==> src/rtl/csx_pkg.sv <==
package csx_pkg;

    localparam int NUM_STROBES = 4;
    localparam int SB_CS  = 0;
    localparam int SB_ADV = 1;
    localparam int SB_OE  = 2;
    localparam int SB_WE  = 3;

    typedef enum logic [1:0] {
        ST_IDLE   = 2'd0,
        ST_HOLD   = 2'd1,
        ST_ACTIVE = 2'd2,
        ST_GAP    = 2'd3
    } csx_state_e;

endpackage

==> src/rtl/csx_seq.sv <==
module csx_seq
    import csx_pkg::*;
#(
    parameter int TICK_W = 5,
    parameter int GAP_W  = 4,
    parameter int CS_W   = 3
) (
    input  logic              clk,
    input  logic              rst_n,
    input  logic              req_i,
    input  logic              req_write_i,
    input  logic [CS_W-1:0]   req_cs_i,
    input  logic [TICK_W-1:0] rd_len_i,
    input  logic [TICK_W-1:0] wr_len_i,
    input  logic [GAP_W-1:0]  turn_i,
    input  logic [GAP_W-1:0]  c2c_i,
    input  logic              c2c_same_en_i,
    input  logic              c2c_diff_en_i,
    output logic              active_o,
    output logic [TICK_W-1:0] tick_o,
    output logic              write_o,
    output logic              done_o
);

    typedef struct packed {
        csx_state_e        state;
        logic [TICK_W-1:0] tick;
        logic [GAP_W-1:0]  cnt;
        logic              wr;
        logic              pend;
        logic              pend_wr;
        logic [CS_W-1:0]   pend_cs;
        logic              have_prev;
        logic [CS_W-1:0]   last_cs;
    } seq_t;

    seq_t seq_d, seq_q;

    logic              start;
    logic              start_wr;
    logic [CS_W-1:0]   start_cs;
    logic              hold_needed;
    logic [TICK_W-1:0] final_tick;

    always_comb begin
        seq_d      = seq_q;
        start      = 1'b0;
        start_wr   = req_write_i;
        start_cs   = req_cs_i;
        final_tick = seq_q.wr ? wr_len_i : rd_len_i;

        // request intake: pending slot first, then a fresh pulse
        if (seq_q.state == ST_IDLE) begin
            if (seq_q.pend) begin
                start          = 1'b1;
                start_wr       = seq_q.pend_wr;
                start_cs       = seq_q.pend_cs;
                seq_d.pend     = req_i;
                seq_d.pend_wr  = req_write_i;
                seq_d.pend_cs  = req_cs_i;
            end else if (req_i) begin
                start = 1'b1;
            end
        end else if (req_i && !seq_q.pend) begin
            seq_d.pend    = 1'b1;
            seq_d.pend_wr = req_write_i;
            seq_d.pend_cs = req_cs_i;
        end

        hold_needed = seq_q.have_prev && (c2c_i != '0) &&
                      ((start_cs == seq_q.last_cs) ? c2c_same_en_i : c2c_diff_en_i);

        case (seq_q.state)
            ST_IDLE: begin
                if (start) begin
                    seq_d.wr        = start_wr;
                    seq_d.last_cs   = start_cs;
                    seq_d.have_prev = 1'b1;
                    seq_d.tick      = '0;
                    if (hold_needed) begin
                        seq_d.state = ST_HOLD;
                        seq_d.cnt   = c2c_i;
                    end else begin
                        seq_d.state = ST_ACTIVE;
                    end
                end
            end
            ST_HOLD: begin
                if (seq_q.cnt <= GAP_W'(1)) begin
                    seq_d.state = ST_ACTIVE;
                    seq_d.tick  = '0;
                end else begin
                    seq_d.cnt = seq_q.cnt - 1'b1;
                end
            end
            ST_ACTIVE: begin
                if (seq_q.tick == final_tick) begin
                    if (turn_i != '0) begin
                        seq_d.state = ST_GAP;
                        seq_d.cnt   = turn_i;
                    end else begin
                        seq_d.state = ST_IDLE;
                    end
                end else begin
                    seq_d.tick = seq_q.tick + 1'b1;
                end
            end
            ST_GAP: begin
                if (seq_q.cnt <= GAP_W'(1)) begin
                    seq_d.state = ST_IDLE;
                end else begin
                    seq_d.cnt = seq_q.cnt - 1'b1;
                end
            end
            default: seq_d.state = ST_IDLE;
        endcase
    end

    always_ff @(posedge clk or negedge rst_n) begin
        if (!rst_n) begin
            seq_q <= '0;
        end else begin
            seq_q <= seq_d;
        end
    end

    assign active_o = (seq_q.state == ST_ACTIVE);
    assign tick_o   = seq_q.tick;
    assign write_o  = seq_q.wr;
    assign done_o   = active_o && (seq_q.tick == final_tick);

endmodule

==> src/rtl/csx_strobe_win.sv <==
module csx_strobe_win #(
    parameter int CMP_W = 6
) (
    input  logic             en_i,
    input  logic [CMP_W-1:0] tick_i,
    input  logic [CMP_W-1:0] on_i,
    input  logic [CMP_W-1:0] off_i,
    output logic             act_o
);

    assign act_o = en_i && (tick_i >= on_i) && (tick_i < off_i);

endmodule

==> src/rtl/csx_half_retime.sv <==
module csx_half_retime (
    input  logic clk,
    input  logic rst_n,
    input  logic dly_i,
    input  logic d_i,
    output logic q_o
);

    logic late_q;

    always_ff @(negedge clk or negedge rst_n) begin
        if (!rst_n) begin
            late_q <= 1'b0;
        end else begin
            late_q <= d_i;
        end
    end

    assign q_o = dly_i ? late_q : d_i;

endmodule

==> src/rtl/csx_cycle_gen.sv <==
module csx_cycle_gen
    import csx_pkg::*;
#(
    parameter int TICK_W = 5,
    parameter int GAP_W  = 4,
    parameter int CS_W   = 3
) (
    input  logic              clk,
    input  logic              rst_n,
    input  logic              req_i,
    input  logic              req_write_i,
    input  logic [CS_W-1:0]   req_cs_i,
    input  logic              mux_mode_i,
    input  logic [3:0]        half_dly_i,
    input  logic [TICK_W-1:0] cs_on_i,
    input  logic [TICK_W-1:0] cs_wr_off_i,
    input  logic [TICK_W-1:0] adv_on_i,
    input  logic [TICK_W-1:0] adv_rd_off_i,
    input  logic [TICK_W-1:0] adv_wr_off_i,
    input  logic [TICK_W-1:0] oe_on_i,
    input  logic [TICK_W-1:0] we_on_i,
    input  logic [TICK_W-1:0] we_off_i,
    input  logic [TICK_W-1:0] access_i,
    input  logic [TICK_W-1:0] rd_len_i,
    input  logic [TICK_W-1:0] wr_len_i,
    input  logic [GAP_W-1:0]  turn_i,
    input  logic [GAP_W-1:0]  c2c_i,
    input  logic              c2c_same_en_i,
    input  logic              c2c_diff_en_i,
    output logic              cs_n_o,
    output logic              adv_n_o,
    output logic              oe_n_o,
    output logic              we_n_o,
    output logic              capture_o,
    output logic              done_o
);

    localparam int CMP_W = TICK_W + 1;

    logic              cyc_active;
    logic [TICK_W-1:0] cyc_tick;
    logic              cyc_wr;

    logic [CMP_W-1:0]       tick_ext;
    logic [CMP_W-1:0]       access_end;
    logic [CMP_W-1:0]       adv_sel_off;
    logic [CMP_W-1:0]       adv_min_off;
    logic [CMP_W-1:0]       on_w  [NUM_STROBES];
    logic [CMP_W-1:0]       off_w [NUM_STROBES];
    logic [NUM_STROBES-1:0] strobe_en;
    logic [NUM_STROBES-1:0] strobe_raw;
    logic [NUM_STROBES-1:0] strobe_out;

    csx_seq #(
        .TICK_W (TICK_W),
        .GAP_W  (GAP_W),
        .CS_W   (CS_W)
    ) u_seq (
        .clk           (clk),
        .rst_n         (rst_n),
        .req_i         (req_i),
        .req_write_i   (req_write_i),
        .req_cs_i      (req_cs_i),
        .rd_len_i      (rd_len_i),
        .wr_len_i      (wr_len_i),
        .turn_i        (turn_i),
        .c2c_i         (c2c_i),
        .c2c_same_en_i (c2c_same_en_i),
        .c2c_diff_en_i (c2c_diff_en_i),
        .active_o      (cyc_active),
        .tick_o        (cyc_tick),
        .write_o       (cyc_wr),
        .done_o        (done_o)
    );

    // window bounds per strobe; read-side off points follow the access tick
    always_comb begin
        tick_ext    = {1'b0, cyc_tick};
        access_end  = {1'b0, access_i} + 1'b1;
        adv_sel_off = cyc_wr ? {1'b0, adv_wr_off_i} : {1'b0, adv_rd_off_i};
        adv_min_off = {1'b0, adv_on_i} + 1'b1;

        on_w[SB_CS]   = {1'b0, cs_on_i};
        off_w[SB_CS]  = cyc_wr ? {1'b0, cs_wr_off_i} : access_end;
        on_w[SB_ADV]  = {1'b0, adv_on_i};
        off_w[SB_ADV] = (mux_mode_i && (adv_sel_off < adv_min_off)) ? adv_min_off : adv_sel_off;
        on_w[SB_OE]   = {1'b0, oe_on_i};
        off_w[SB_OE]  = access_end;
        on_w[SB_WE]   = {1'b0, we_on_i};
        off_w[SB_WE]  = {1'b0, we_off_i};

        strobe_en[SB_CS]  = cyc_active;
        strobe_en[SB_ADV] = cyc_active;
        strobe_en[SB_OE]  = cyc_active && !cyc_wr;
        strobe_en[SB_WE]  = cyc_active && cyc_wr;
    end

    for (genvar g = 0; g < NUM_STROBES; g++) begin : g_strobe
        csx_strobe_win #(
            .CMP_W (CMP_W)
        ) u_win (
            .en_i   (strobe_en[g]),
            .tick_i (tick_ext),
            .on_i   (on_w[g]),
            .off_i  (off_w[g]),
            .act_o  (strobe_raw[g])
        );

        csx_half_retime u_ret (
            .clk   (clk),
            .rst_n (rst_n),
            .dly_i (half_dly_i[g]),
            .d_i   (strobe_raw[g]),
            .q_o   (strobe_out[g])
        );
    end

    assign cs_n_o    = ~strobe_out[SB_CS];
    assign adv_n_o   = ~strobe_out[SB_ADV];
    assign oe_n_o    = ~strobe_out[SB_OE];
    assign we_n_o    = ~strobe_out[SB_WE];
    assign capture_o = cyc_active && !cyc_wr && (cyc_tick == access_i);

endmodule

==> config.mk <==
export PLATFORM = sky130hd
export DESIGN_NAME = csx_cycle_gen
export DESIGN_NICKNAME = d
export VERILOG_FILES = /design/src/rtl/csx_pkg.sv /design/src/rtl/csx_seq.sv /design/src/rtl/csx_strobe_win.sv /design/src/rtl/csx_half_retime.sv /design/src/rtl/csx_cycle_gen.sv
export SDC_FILE = /design/constraint.sdc
export NUM_CORES = 1
export LEC_CHECK = 0
export ABC_CLOCK_PERIOD_IN_PS = 4400
export BUFFER_PORTS_ARGS = -buffer_cell sky130_fd_sc_hd__buf_2
export CAP_MARGIN = 20
export CORE_MARGIN = 2
export CORE_UTILIZATION = 54
export DETAILED_ROUTE_END_ITERATION = 6
export PLACE_DENSITY = 0.83
export SLEW_MARGIN = 20
export SYNTH_ARGS = -nofsm -noshare
export SYNTH_HDL_FRONTEND = slang
export SYNTH_SLANG_ARGS = --single-unit
==> constraint.sdc <==
create_clock -name clk -period 4.4 [get_ports clk]
set_input_delay 0 -clock clk [delete_from_list [all_inputs] [get_ports clk]]
set_output_delay 0 -clock clk [all_outputs]
set_load 0.02 [all_outputs]
==> out/summary.txt <==
CTS H-tree lvls: 1
drt wl/cell: 16.0 um
PnR worst setup slack: -0.982 ns
CP bufs+invs: 0
P_leak: 2.04 nW
Distinct cells, synth: 50
Arrival @ worst endpoint: 3.42 ns
clk slew on worst S/H paths: 0.10 ns
crit end category: register
cells after synthesis: 343
Core Util, Final: 0.747
failing checks: negative setup slack
Total GRT Usage: 0.269
Worst path most repeated cell: ha_1
worst vdd ir: 0.358 mV
Final #Nets: 589
unrepaired setup endpoints after global routing: true
Hold Path Class: input pin to register
Initial Utilization: 0.567
CTS sink count: 25
Final Instance Count excl. Fillers: 530
Max FO, Critical Path: 6
initial antenna violation count: 0
Syn Nets: 471
CTS Buffer Depth: 2
placeable core region: 5170 um2
status: finished with violations
largest net degree at the start of global routing: 26
first-pass GRT wire length: 13200 um
final WL: 8460 um
Synth-to-Final Area Change: 31.9%
number of global-route vias before repair: 2972
die width: 77.7 um
CP max-delay cell: dfrtp_2
sequential element share of the synthesized area: 0.213
# IOs: 83
Post-DP HPWL: 6130 um
worst rel slew slack: 0.452
DRC viols: 0
placed instance count: 513
post-route ant nets: 0
number of synthesized flops with an enable pin: 0
ys async rst share: 1.00
worst skew pair latency: 0.28 ns
CTS tree: done
Pre-antenna DRT Iters: 4
Worst Clk Skew: 0.00896 ns
critical path class: register to register
Syn Area/Cell: 8.54 um2
fin area: 3870 um2
Pwr per Cell Area: 477 nW/um2
Cell Area, Synth: 2930 um2
Worst Tran Pin Value: 0.816 ns
Startpoint Class: register
Placed Area: 3640 um2
ys flop type: dfrtp_1
fillcell total: 369
Top delay family on crit path: compound AO/OA/AOI/OAI gates
First DRT Iteration DRCs: 121
Clock Root Buffer: clkbuf_8
Max-cap violations: 0
worst stage delay on the critical path: 0.49 ns
Port Buffer Count: 82
Die H: 77.7 um
DIE AREA: 6030 um2
share of layout cells above drive strength 1: 0.328
diode count: 0
r2r setup slk: -0.98 ns
Syn. warnings: 0
post-place setup slack: -0.657 ns
Row Count: 26
grt ovf: 0
number of synthesized register bits: 25
Vias/cell: 5.67
via count: 3007
CTS Buf Count: 3
required time worst endpoint: 2.44 ns
Max Slew Vio Count: 0
Tot Pwr: 1.84 mW
Finish-stage setup viols: 1
RePlAce Congestion: 0.942
Hold Vio Cnt, Final: 0
CP Cell Sequence: mux2_4, ha_1, nand2b_4, o22ai_1, a21o_1, nand2_1, o21ai_1, ha_1, a41o_1, a21oi_2, o21ai_2, nor4_2
registers in the layout (all words and copies together), names as in the netlist:
signal	cells
u_seq.seq_q	15
u_seq.tick_o	5
g_strobe.u_ret.late_q	4
u_seq.write_o	1
where the power goes:
| group | internal (mW) | switching, mW |
|---|---|---|
| Sequential | 0.313 | 0.0829 |
| Clock | 0.0636 | 0.0830 |
| Combinational | 0.619 | 0.683 |
cell families (layout without fill, tap and decap cells):
family	count (synthesis)	after routing	synth area share
mux	24	24	0.0892
compound gates	92	92	0.214
flops	25	25	0.213
buf+inv	40	157	0.0538
simple gates	93	93	0.158
fa+ha+maj	51	51	0.218
xor+xnor	18	18	0.0538
cell usage after synthesis (all sizes together) (6+ instances only):
master,n,area share
nand2,21,0.027
xnor2,9,0.027
nand2b,6,0.013
mux2i,13,0.044
mux2,11,0.045
xor2,9,0.027
clkbuf,6,0.0077
inv,33,0.042
ha,51,0.22
nor2b,8,0.017
o21ai,23,0.039
dfrtp,21,0.18
a21o,10,0.026
a21oi,15,0.026
nand3,12,0.020
o22ai,6,0.013
nor2,23,0.029
metal layers:
metal  GRT usage  routed length [um]
met5           0                   0
met4       0.105                 277
met3      0.0314                 390
met2       0.473                4270
met1       0.334                3530
cells in the final DEF (no fill, tap or decap), drive strengths merged, types with 4 or more instances in the layout:
| master | netlist | layout |
|---|---|---|
| nor2 | 23 | 23 |
| inv | 33 | 32 |
| xnor2 | 9 | 9 |
| mux2 | 11 | 11 |
| or2 | 5 | 5 |
| a211oi | 4 | 4 |
| o21ai | 23 | 23 |
| mux2i | 13 | 13 |
| dlygate4sd3 | 0 | 5 |
| a21oi | 15 | 15 |
| nor2b | 8 | 8 |
| nor3 | 4 | 4 |
| nand2 | 21 | 21 |
| nand3 | 12 | 12 |
| ha | 51 | 51 |
| o31ai | 4 | 4 |
| buf | 1 | 115 |
| a21o | 10 | 10 |
| dfrtn | 4 | 4 |
| o22ai | 6 | 6 |
| o21a | 4 | 4 |
| dfrtp | 21 | 21 |
| xor2 | 9 | 9 |
| nand2b | 6 | 6 |
area by class of cell:
class	instances	area, um2	share of cell area
Clock buffer	3	41.3	0.0107
Timing Repair Buffer	120	716	0.185
Multi-Input combinational cell	278	2260	0.585
Tap cell	70	87.6	0.0227
Inverter	33	128	0.0330
Clock inverter	1	5.00	0.00129
Sequential cell	25	627	0.162
timing repair:
item	4_1_cts	5_1_grt
setup buffers	1	8
gates resized for setup	7	10
pin swaps	2	11
endpoints found under the setup margin	2	2
hold endpoints to repair	24	1
hold buffers	4	1
through the flow:
stage,TNS [ns],hold slack [ns]
2_1_floorplan,-0.522,-0.296
3_3_place_gp,-0.589,0.0445
3_5_place_dp,-0.860,0.0459
4_1_cts,-0.534,0.00174
5_1_grt,-1.09,0.0222
6_report,-0.982,0.0124
worst reg2reg max path, stage by stage, from the launching register on:
cell and delay, ns:
dfrtp_2 0.49, mux2_4 0.35, ha_1 0.20, nand2b_4 0.15, o22ai_1 0.24, a21o_1 0.25
nand2_1 0.08, o21ai_1 0.13, ha_1 0.31, a41o_1 0.28, a21oi_2 0.17, o21ai_2 0.09
nor4_2 0.42
worst paths after layout:
kind,endpoint,startpoint,cells past startpoint
max,g_strobe[1].u_ret.late_q,u_seq.write_o,12
min,u_seq.seq_q[8],req_i,3
max reg2reg,g_strobe[1].u_ret.late_q,u_seq.write_o,12
min reg2reg,u_seq.seq_q[3],u_seq.seq_q[3],1
max in group asynchronous,g_strobe[0].u_ret.late_q,rst_n,2
min in group asynchronous,u_seq.seq_q[12],rst_n,2
Note: power is estimated with default switching activity, not from simulation.
